## src/rtl/idx_gpio_pkg.sv

```systemverilog
// Shared constants for the indexed GPIO controller: port geometry and index map.
package idx_gpio_pkg;
    localparam int NPORT = 3;
    localparam int NPIN  = 20;
    // Width and pin offset of each port (A, B, C).
    localparam int PORT_W   [NPORT] = '{8, 8, 4};
    localparam int PORT_OFS [NPORT] = '{0, 8, 16};
    // Port p has its direction register at MODE_BASE - p and its data register at DATA_BASE - p.
    localparam logic [7:0] MODE_BASE = 8'hA5;
    localparam logic [7:0] DATA_BASE = 8'hA9;
endpackage

```

## src/rtl/idx_gpio_sync.sv

```systemverilog
// Two-flop synchronizer for asynchronous pin inputs.
// Assumes: pins may change at any time; the result is stable after two edges.
module idx_gpio_sync #(
    parameter int W = 8
) (
    input  logic         clk,
    input  logic         rst_n,
    input  logic [W-1:0] async_in,
    output logic [W-1:0] sync_out
);
    logic [W-1:0] stage1_q;
    logic [W-1:0] stage2_q;

    // Shift the pin levels through two register stages.
    always_ff @(posedge clk) begin
        if (!rst_n) begin
            stage1_q <= '0;
            stage2_q <= '0;
        end else begin
            stage1_q <= async_in;
            stage2_q <= stage1_q;
        end
    end

    assign sync_out = stage2_q;
endmodule

```

## src/rtl/idx_gpio_port.sv

```systemverilog
// One GPIO port: a direction register, an output latch and an input synchronizer.
// Assumes: W <= 8; readback is zero-extended to a byte.
module idx_gpio_port #(
    parameter int W = 8
) (
    input  logic         clk,
    input  logic         rst_n,
    input  logic         mode_we,
    input  logic         data_we,
    input  logic [W-1:0] wdata,
    input  logic [W-1:0] pin_in,
    output logic [W-1:0] mode_q,
    output logic [W-1:0] dat_q,
    output logic [7:0]   mode_rd,
    output logic [7:0]   data_rd
);
    logic [W-1:0] pin_sync;

    idx_gpio_sync #(.W(W)) u_sync (
        .clk      (clk),
        .rst_n    (rst_n),
        .async_in (pin_in),
        .sync_out (pin_sync)
    );

    // Update the direction register and output latch on their write enables.
    always_ff @(posedge clk) begin
        if (!rst_n) begin
            mode_q <= '0;
            dat_q  <= '0;
        end else begin
            if (mode_we) mode_q <= wdata;
            if (data_we) dat_q  <= wdata;
        end
    end

    // Zero-extend both readback values; data bits come from the latch or the pin, by direction.
    always_comb begin
        mode_rd = '0;
        data_rd = '0;
        mode_rd[W-1:0] = mode_q;
        data_rd[W-1:0] = (dat_q & mode_q) | (pin_sync & ~mode_q);
    end
endmodule

```

## src/rtl/idx_gpio_ctrl.sv

```systemverilog
// Indexed GPIO controller top. An index pointer at IDX_ADDR selects a port
// register; the window at DATA_ADDR reads or writes it.
// Assumes: single-cycle write strobes; read data is used combinationally.
module idx_gpio_ctrl
    import idx_gpio_pkg::*;
#(
    parameter int              ADDR_W    = 8,
    parameter logic [ADDR_W-1:0] IDX_ADDR  = ADDR_W'('h22),
    parameter logic [ADDR_W-1:0] DATA_ADDR = ADDR_W'('h23)
) (
    input  logic              clk,
    input  logic              rst_n,
    input  logic [ADDR_W-1:0] bus_addr,
    input  logic              bus_wr,
    input  logic              bus_rd,
    input  logic [7:0]        bus_wdata,
    output logic [7:0]        bus_rdata,
    output logic [NPIN-1:0]   pin_out,
    output logic [NPIN-1:0]   pin_oe,
    input  logic [NPIN-1:0]   pin_in
);
    logic [7:0]       idx_q;
    logic             idx_we;
    logic             win_we;
    logic [NPORT-1:0] hit_mode;
    logic [NPORT-1:0] hit_data;
    logic [7:0]       mode_rd [NPORT];
    logic [7:0]       data_rd [NPORT];
    logic [7:0]       win_rd;

    assign idx_we = bus_wr && (bus_addr == IDX_ADDR);
    assign win_we = bus_wr && (bus_addr == DATA_ADDR);

    // Hold the index pointer; only a write at the pointer address changes it.
    always_ff @(posedge clk) begin
        if (!rst_n)      idx_q <= 8'h00;
        else if (idx_we) idx_q <= bus_wdata;
    end

    for (genvar p = 0; p < NPORT; p++) begin : g_port
        localparam int W = PORT_W[p];
        localparam int O = PORT_OFS[p];
        logic [W-1:0] mode_q;
        logic [W-1:0] dat_q;

        assign hit_mode[p] = (idx_q == MODE_BASE - 8'(p));
        assign hit_data[p] = (idx_q == DATA_BASE - 8'(p));

        idx_gpio_port #(.W(W)) u_port (
            .clk     (clk),
            .rst_n   (rst_n),
            .mode_we (win_we && hit_mode[p]),
            .data_we (win_we && hit_data[p]),
            .wdata   (bus_wdata[W-1:0]),
            .pin_in  (pin_in[O +: W]),
            .mode_q  (mode_q),
            .dat_q   (dat_q),
            .mode_rd (mode_rd[p]),
            .data_rd (data_rd[p])
        );

        assign pin_oe[O +: W]  = mode_q;
        assign pin_out[O +: W] = dat_q;
    end

    // Select the window readback from the register the pointer names; FFh when unmapped.
    always_comb begin
        win_rd = 8'hFF;
        for (int p = 0; p < NPORT; p++) begin
            if (hit_mode[p]) win_rd = mode_rd[p];
            if (hit_data[p]) win_rd = data_rd[p];
        end
    end

    // Drive the read bus only during a read of one of the two mapped addresses.
    always_comb begin
        bus_rdata = 8'h00;
        if (bus_rd) begin
            if (bus_addr == IDX_ADDR)       bus_rdata = idx_q;
            else if (bus_addr == DATA_ADDR) bus_rdata = win_rd;
        end
    end
endmodule

```

## config.mk

```make
export PLATFORM = sky130hd
export DESIGN_NAME = idx_gpio_ctrl
export DESIGN_NICKNAME = d
export VERILOG_FILES = /design/src/rtl/idx_gpio_pkg.sv /design/src/rtl/idx_gpio_sync.sv /design/src/rtl/idx_gpio_port.sv /design/src/rtl/idx_gpio_ctrl.sv
export SDC_FILE = /design/constraint.sdc
export NUM_CORES = 1
export LEC_CHECK = 0
export ABC_AREA = 1
export BUFFER_PORTS_ARGS = -buffer_cell sky130_fd_sc_hd__buf_2
export CAP_MARGIN = 20
export CORE_ASPECT_RATIO = 1.5
export CORE_MARGIN = 2
export CORE_UTILIZATION = 25
export DETAILED_ROUTE_END_ITERATION = 8
export GPL_TIMING_DRIVEN = 1
export PLACE_DENSITY = 0.5
export SLEW_MARGIN = 20
export SYNTH_ARGS = -nofsm -noshare
export SYNTH_HDL_FRONTEND = slang
export SYNTH_HIERARCHICAL = 1
export SYNTH_SLANG_ARGS = --single-unit
```

## constraint.sdc

```tcl
create_clock -name clk -period 4.05 [get_ports clk]
set_input_delay 0.2025 -clock clk [delete_from_list [all_inputs] [get_ports clk]]
set_output_delay 0.2025 -clock clk [all_outputs]
set_load 0.03 [all_outputs]
```

==> flow_summary.toml, run 1 <==
[cells_and_area]
diodes = 0
fin_cells = 910
area_delta_synth_final_pct = 14.4
n_fill_cell = 2000
final_nets = 732
drive_above_1_share = 0.199
seq_area_um2 = 1760
multi_input_area_um2 = 1710
final_core_util = 0.290

[logic_synthesis]
yosys-top-cells-count = "nand2_1, inv_1, nor2_1"
synth-seq-cells = 88
synth.most_common_cell = "nand2_1"
async_reset_ff_frac = 0
synthesis.area_um2 = 4380
synth.yosys.seq_area_share = 0.403
yosysTopAreaCell = "dfxtp_1"
synthFlopType = "dfxtp_1"
syn_area_per_cell_um2 = 6.88
synth-edff-count = 0
ys_types = 24
synth_area_leaders = "dfxtp_1, nand2_1, inv_1, nor2_1, buf_4"
synthesis.instances = 636
synth_top_area_frac = 0.403
ys_warn_count = 6

[clock_tree]
cts_buffers = 9
h-tree-depth = 3
cts.reportedPaths.clkPinSlew_ns = 0.07
clock_latency_ns = 0.35
clkSinkCount = 88
cts_root_buffer = "clkbuf_16"
cts_resized = 0
cts_max_path_buffers = 2
cts-hold-fix-buffers = 0
cts_setup_buffers = 0
cts_tree = "yes"

[route]
routed_via_density = 3.99
dr_wl_met2_um = 6250
drt-pass1-iter-count = 5
wl_met3_um = 523
maxUsedRoutingLayer = "met4"
drt_iter0_markers = 140
drc = 0
antenna_left = 0
avgRoutedWirePerCell_um = 12.5
drt-met1-wl_um = 4470
wl_um = 11400
vias = 3629

[worst_setup_path]
required_ns = 3.85
end_kind = "output port"
cpPeakStageDelay_ns = 0.54
crit_type = "reg2out"
critPathArrivalTime_ns = 2.44
crit_buf_inv = 2
crit_path_frequent_cell = "nand3_1"
crit_chain = "nand2_1, nor2_4, nand3_1, o21ai_0, inv_1, nand3_1, a21oi_1, buf_2"
cp_max_fo = 31
path_delay_family = "simple AND/OR/NAND/NOR gates"
crit_path_start_kind = "register"
critPathSlowestCell = "nor2_4"

[job]
max_cap_viol_count = 0

[power]
power-per-cell-area_nw_per_um2 = 392
p_leak_nw = 2.51
ir_drop_uv = 202

[grt]
grt_max_degree = 46
overflow = 0
grt_pass1_vias = 3412
grt_first_pass_wirelength_um = 17900
antenna_found_initial = 0
grt_usage = 0.125

[sta]
hold_violations = 0
max-slew-margin-rel = 0.392
rsz0062_at_grt = "no"
fin_crit_ns = 2.64
post-route-period-util = 0.653
worst_slew_pin_slew_ns = 0.912
fin_setup_tns_ns = 0
clock.fmax_ghz = 0.378
setup_viol = 0
skew_ns = 0.00942
finalMaxSlewViolations = 0
timing.hold.ws_ns = 0.0311

[worst_hold_path]
hold_class = "in2reg"

[die]
die_y_um = 166
chipWidth_um = 112
ios = 88
die_area_um2 = 18600
floorplan.rows = 59
core_area_um2 = 17300
start_util = 0.253

[placed_design]
portBuffers = 87
gp_congestion = 0.775
dp_cells = 894
hpwl_um = 8560

[run_status]
status = "complete, no violations"
[worst min-delay path, stage by stage]
cell and delay, ns:
buf_2 0.07, nand2_1 0.04, inv_1 0.04
[placed cells by master, fill, tap and decap left out, types with 2 or more instances in the layout]
cell and instances:
nand2_2 19, nand2_1 141, inv_2 2, clkbuf_16 9, nand3b_1 10, conb_1 8
nor2_1 100, bufinv_16 3, o21ai_1 2, dfxtp_1 88, nor2_2 8, o21ai_0 34
nand3_1 35, nor2_4 2, a21oi_1 16, or2_0 8, inv_1 114, buf_2 87
[power breakdown]
group | internal [mW] | switching (mW) | leakage, nW
registers | 0.884 | 0.00477 | 0.717
logic | 0.0347 | 0.0568 | 1.62
clock network | 0.623 | 0.360 | 0.169
total | 1.54 | 0.421 | 2.51
[flip-flops by register name, indices dropped and copies added (netlist names)]
register / flops
g_port.u_port/dat_q: 20
g_port.u_port/mode_q: 20
g_port.u_port/u_sync/stage1_q: 20
g_port.u_port/u_sync/sync_out: 20
idx_q: 8
[path summary, 6_finish.rpt]
| kind | startpoint | end | slack (ns) | cells after the start |
|---|---|---|---|---|
| worst max-delay path | idx_q[7] | bus_rdata[5] | 1.41 | 8 |
| worst min-delay path | pin_in[16] | g_port[2].u_port/u_sync/stage1_q[0] | 0.03 | 3 |
| worst min register to register | g_port[1].u_port/u_sync/stage1_q[4] | g_port[1].u_port/u_sync/sync_out[4] | 0.41 | 2 |
| worst max register to register | idx_q[7] | g_port[2].u_port/dat_q[1] | 1.78 | 7 |
[area by class of cell]
cell class | count | share of cell area
Sequential cell | 88 | 0.352
Multi-Input combinational cell | 386 | 0.342
Timing Repair Buffer | 90 | 0.0947
Inverter | 117 | 0.0877
Tap cell | 213 | 0.0532
Clock buffer | 10 | 0.0477
Clock inverter | 6 | 0.0230
[stage by stage]
stage / total power [mW] / cell area [um2] / worst slack (ns)
after floorplan: 0.974 / 4400 / 2.36
after global placement: 1.00 / 4640 / 1.62
after detailed placement: 1.00 / 4650 / 1.75
after CTS: 2.00 / 5010 / 1.38
after global routing: 2.04 / 5010 / 1.12
final: 1.96 / 5010 / 1.41
[kinds of logic (layout without fill, tap and decap cells)]
family	after synthesis	count (layout)	synth area share
other cells	1	8	0.000857
compound gates	52	52	0.0595
simple gates	326	326	0.324
flops	88	88	0.403
buf+inv	169	223	0.213
[metal layers]
metal  global-route usage  up-vias
li1                     -     1953
met1                0.132     1601
met2                0.238       66
met3               0.0325        9
met4               0.0382        0
met5                    0        -
(Power assumes the default switching activity.)
==> inputs of run 2 (changes only) <==
- ABC_AREA: 1 -> 0
- PLACE_DENSITY: 0.5 -> 0.51
- clock period: 4.05 -> 2.2 ns (I/O delays scaled with it)
==> run 2 against run 1 <==
Compared with the run above: the flow now finishes with violations (negative setup slack); total power up 65%; clock skew decreased by 0.0045 ns; non-clock buffer count up 45; worst setup slack got worse by 1.4 ns; utilization is 4.1 points higher; global-route usage grew 0.16 points; die area fell by 1.1%; critical path type unchanged; largest power group is now registers.
==> flow_summary.toml, run 2 <==
[run_status]
status = "finished, violations left"
violations = "negative setup slack"

[sta]
rsz0062_at_grt = "yes"
post-route-period-util = 1.01
fin_ws_ns = -0.0248
skew_ns = 0.00491
hold_violations = 0
finalMaxSlewViolations = 0
setup_viol = 2
clock.fmax_ghz = 0.449
fin_crit_ns = 2.22
worst_slew_pin_slew_ns = 0.685
max-slew-margin-rel = 0.543

[grt]
antenna_found_initial = 0
grt_max_degree = 89
grt_usage = 0.127
grt_first_pass_wirelength_um = 18100
overflow = 0
grt_pass1_vias = 3193

[power]
power_frac_clock = 0.440
switching_share = 0.215
p_leak_nw = 2.14
seqPwrFrac = 0.503
power_mw = 3.24
combPwrFrac = 0.056
p_sw_mw = 0.696
ir_drop_uv = 287
p_int_mw = 2.54
power-per-cell-area_nw_per_um2 = 581

[route]
antenna_left = 0
wl_um = 11800
vias = 3260
avgRoutedWirePerCell_um = 16.1
drc = 0
routed_via_density = 4.46
drt-pass1-iter-count = 4
drt_iter0_markers = 112

[worst_setup_path]
worst_r2r_path_depth = 7
end_kind = "output port"
critPathArrivalTime_ns = 2.11
cp_max_fo = 2
required_ns = 2.09
r2r_end = "g_port[0].u_port/mode_q[7]"
crit_path_start_kind = "register"
ff2ff_setup_slack_ns = 0.19
crit_type = "reg2out"
rr_startpoint = "idx_q[6]"

[placed_design]
portBuffers = 87
gp_congestion = 0.861
hpwl_um = 8510
pre_cts_ws_ns = 0.131

[clock_tree]
clkSinkCount = 88
cts_max_path_buffers = 2
cts_buffers = 9
cts_root_buffer = "clkbuf_16"
cts.reportedPaths.clkPinSlew_ns = 0.06
h-tree-depth = 3
cts_tree = "yes"
clock_latency_ns = 0.34

[cells_and_area]
area_delta_synth_final_pct = 28.9
diodes = 0
layout_common_cells = "dfxtp_1, buf_2, mux2i_1"
seq_area_um2 = 1780
final_nets = 557
n_fill_cell = 1776
drive_above_1_share = 0.426
multi_input_area_um2 = 2300

[logic_synthesis]
synth-seq-cells = 88
async_reset_ff_frac = 0
synth-edff-count = 0
synthesis.instances = 416
yosys-top-cells-count = "dfxtp_1, mux2i_1, nor2b_1"
ys_warn_count = 6
yosysTopAreaCell = "dfxtp_1"
synth_area_leaders = "dfxtp_1, mux2i_1, nor2b_1, mux2_2, buf_4"
syn_area_per_cell_um2 = 10.4
synth_top_area_frac = 0.407
synthesis.area_um2 = 4330
synthFlopType = "dfxtp_1"
ys_types = 61
synth.most_common_cell = "dfxtp_1"
synth.yosys.seq_area_share = 0.407

[die]
start_util = 0.257
ios = 88
die_area_um2 = 18400
floorplan.rows = 58
chipWidth_um = 111
die_y_um = 165
core_area_um2 = 16800

[job]
max_cap_viol_count = 0

[worst_hold_path]
hold_class = "in2reg"
hold-path-endpoint = "g_port[1].u_port/dat_q[7]"
hold_depth = 3
worstHoldStart = "bus_wdata[7]"
[run 2: cell count changes in the layout (fill, tap and decap cells not counted), moves of 17 or more]
cell / delta
o21ai_0: -29
nand2_2: -19
nand2_1: -138
mux2_2: +23
nand3_1: -35
nor2b_1: +48
nor2_1: -90
and2_1: +17
dlygate4sd3_1: +20
and2_2: +24
buf_4: +26
inv_1: -111
mux2i_1: +49
[run 2: through the flow]
stage	utilization	setup TNS (ns)	instance area (um2)	cells	hold WS, ns
finish	0.331	-0.0465	5570	731	0.114
floorplan	-	0	4360	423	0.232
CTS	0.324	-0.107	5460	727	0.110
global route	0.331	-0.463	5570	731	0.142
global placement	0.286	0	4820	687	0.316
detailed placement	0.286	0	4820	687	0.316
[run 2: cell families (layout without fill, tap and decap cells)]
| kind of cell | Yosys count | count (layout) | synth area share |
|---|---|---|---|
| AO/OA/AOI/OAI | 38 | 38 | 0.0619 |
| flip-flops | 88 | 88 | 0.407 |
| AND/OR/NAND/NOR | 162 | 162 | 0.260 |
| multiplexers | 72 | 72 | 0.173 |
| buffers and inverters | 55 | 153 | 0.0963 |
| other | 1 | 8 | 0.000867 |
[run 2: worst max-delay path by stage]
stage | from | to | cells past startpoint
after floorplan | g_port[1].u_port/mode_q[3] | bus_rdata[3] | 5
after global placement | idx_q[0] | bus_rdata[5] | 6
after detailed placement | idx_q[3] | bus_rdata[3] | 5
after CTS | g_port[1].u_port/mode_q[3] | bus_rdata[3] | 6
after global routing | idx_q[0] | bus_rdata[5] | 6
final | g_port[1].u_port/mode_q[3] | bus_rdata[3] | 6
[run 2: per-layer routing]
layer | GRT usage | wire length, um | vias up
met5 | 0 | 0 | -
met3 | 0.0234 | 513 | 7
met1 | 0.142 | 4760 | 1535
met2 | 0.237 | 6330 | 87
li1 | - | - | 1631
met4 | 0.0488 | 167 | 0
[run 2: timing repair]
action,in CTS,in global routing
endpoints found under the setup margin,8,8
hold buffers,20,0
hold endpoints to repair,20,0
resized for setup,28,23
pin swaps,5,6
gates cloned,2,1
setup buffers,3,3
[run 2: worst max-delay path: stages, from the launching register on]
cell and delay (ns):
dfxtp_2 0.33, mux2_2 0.33, or4b_1 0.49, a211oi_2 0.23, or4_4 0.18, a221oi_4 0.06
buf_6 0.15
[run 2: final cells by class]
type                    count  area share
inverters                   3     0.00202
clock inverters             3     0.00314
flip-flops and latches     88       0.319
clock buffers              12      0.0460
repair buffers            135       0.171
multi-input cells         280       0.412
well taps                 210      0.0471
[run 2: power by group through the flow]
stage	registers (mW)	logic (mW)	clock network (mW)
3_3_place_gp	1.67	0.154	0
5_1_grt	1.63	0.200	1.53
3_5_place_dp	1.67	0.155	0
6_report	1.63	0.183	1.43
4_1_cts	1.63	0.183	1.48
2_1_floorplan	1.67	0.0895	0
==> inputs of run 3 (changes only) <==
- ABC_AREA: 0 -> unset
- PLACE_DENSITY: 0.51 -> unset
- clock period: 2.2 -> 2.15 ns (I/O delays scaled with it)
==> run 3 against run 2 <==
Compared with the run above: first-iteration DRC count up 5.4%; utilization up 1.7 points; total power up 10%; clock power up 20%; worst setup slack worse by 0.055 ns; flip-flop and latch count unchanged; the run still ends with negative setup slack left; critical endpoint is now bus_rdata[4]; routed wire length up 5.7%; non-clock buffer count up 16; count of clock-buffer cells in the layout down 2; register-to-register slack worse by 0.07 ns; global-route usage up 0.31 points.
==> flow_summary.toml, run 3 (synthesized netlist as in run 2, its figures left out) <==
[run_status]
status = "finished, violations left"
violations = "negative setup slack"

[route]
drt_iter0_markers = 118
antenna_left = 0
drc = 0
avgRoutedWirePerCell_um = 16.6
drt-pass1-iter-count = 4
wl_um = 12400
routed_via_density = 4.52
vias = 3381

[clock_tree]
cts_tree = "yes"
cts.reportedPaths.clkPinSlew_ns = 0.07
cts_max_path_buffers = 2
clkSinkCount = 88
clock_latency_ns = 0.34
cts_buffers = 9
cts_root_buffer = "clkbuf_16"
h-tree-depth = 3

[grt]
grt_max_degree = 89
grt_pass1_vias = 3304
overflow = 0
antenna_found_initial = 0
grt_first_pass_wirelength_um = 18500
grt_usage = 0.130

[worst_setup_path]
path_delay_family = "compound AO/OA/AOI/OAI gates"
ff2ff_setup_slack_ns = 0.12
end_kind = "output port"
rr_startpoint = "idx_q[4]"
crit_chain = "buf_4, mux2_2, nor4_4, a2111oi_2, a221o_1, buf_6"
required_ns = 2.04
crit_path_start_kind = "register"
r2r_end = "g_port[0].u_port/mode_q[5]"
worst_r2r_path_depth = 7
crit_type = "reg2out"
cpPeakStageDelay_ns = 0.38
cp_max_fo = 6
critPathArrivalTime_ns = 2.12
critPathSlowestCell = "dfxtp_4"
crit_buf_inv = 2

[sta]
finalMaxSlewViolations = 0
setup_viol = 5
clock.fmax_ghz = 0.449
skew_ns = 0.00597
fin_crit_ns = 2.23
post-route-period-util = 1.04
hold_violations = 0
fin_ws_ns = -0.0793
rsz0062_at_grt = "yes"

[worst_hold_path]
worstHoldStart = "bus_wdata[7]"
hold_class = "in2reg"
hold-path-endpoint = "g_port[0].u_port/mode_q[7]"
hold_depth = 3

[die]
core_area_um2 = 16800
die_y_um = 165
floorplan.rows = 58
ios = 88
start_util = 0.257
die_area_um2 = 18400
chipWidth_um = 111

[placed_design]
dpl_cell_area_um2 = 4870
dp_cells = 692
hpwl_um = 8810
gp_congestion = 0.877
portBuffers = 87

[power]
ir_drop_uv = 288
p_leak_nw = 2.29
power-per-cell-area_nw_per_um2 = 610

[cells_and_area]
drive_above_1_share = 0.468
area_delta_synth_final_pct = 35.6
fin_cells = 748
final_area_um2 = 5860
n_fill_cell = 1747
diodes = 0
final_nets = 573
layout_common_cells = "dfxtp_1, buf_2, mux2i_1"

[job]
max_cap_viol_count = 0
==> run 3: changes by cell type in the layout (fill, tap and decap cells not counted), moves of 3 or more <==
cell	before	now
dfxtp_2	7	4
nor3_2	6	3
buf_4	27	40
nor4_1	7	4
==> run 3: how the worst max path moves through the flow <==
stage | end | slack, ns | cells past startpoint | from
after global routing | bus_rdata[3] | -0.11 | 6 | idx_q[4]
after detailed placement | bus_rdata[5] | 0.04 | 6 | idx_q[3]
after CTS | bus_rdata[3] | -0.07 | 6 | idx_q[4]
final | bus_rdata[4] | -0.08 | 6 | idx_q[0]
after global placement | g_port[1].u_port/mode_q[3] | 0.10 | 6 | idx_q[0]
after floorplan | bus_rdata[3] | 0.08 | 5 | g_port[1].u_port/mode_q[3]
==> run 3: final cells by class <==
class,instances,area [um2],area share
clock buffer,10,239,0.0408
clock inverter,6,91.3,0.0156
inverter,3,11.3,0.00192
multi-input combinational,280,2400,0.409
sequential,88,1780,0.304
tap,210,263,0.0448
timing repair buffer,151,1080,0.184
==> run 3: per-layer routing <==
layer	wire length (um)	track usage	up-vias
met5	0	0	-
met4	558	0.0802	0
met3	552	0.0285	24
met2	6390	0.231	91
met1	4940	0.140	1604
li1	-	-	1662
==> run 3: stage by stage <==
step / setup TNS [ns] / hold slack, ns / utilization / worst slack [ns] / power [mW]
floorplan: 0 / 0.229 / - / 0.0782 / 1.80
global placement: 0 / 0.315 / 0.289 / 0.103 / 1.87
detailed placement: 0 / 0.317 / 0.289 / 0.0397 / 1.87
CTS: -0.280 / 0.102 / 0.332 / -0.0688 / 3.62
global route: -0.594 / 0.112 / 0.348 / -0.109 / 3.71
finish: -0.231 / 0.100 / 0.348 / -0.0793 / 3.58
==> run 3: worst reg2reg max path, cell delays in order (launching register included) <==
cell       delay (ns)
dfxtp_2          0.34
nand4bb_4        0.27
clkbuf_16        0.20
or3_1            0.40
nor2_1           0.23
buf_4            0.20
mux2i_1          0.21
nor2b_1          0.07
==> run 3: power breakdown <==
group / switching (mW) / leakage [nW] / internal [mW]
Combinational: 0.0844 / 1.40 / 0.109
Sequential: 0.00722 / 0.723 / 1.66
Clock: 0.660 / 0.163 / 1.06
Total: 0.751 / 2.29 / 2.82
==> run 3: repair_timing <==
item                                   4_1_cts  5_1_grt
endpoints found under the hold margin       20        0
setup buffers                                7       11
gates resized for setup                     34       42
pin swaps                                    8       17
gates cloned                                 1        1
setup endpoints to repair                    8        8
hold buffers                                20        0
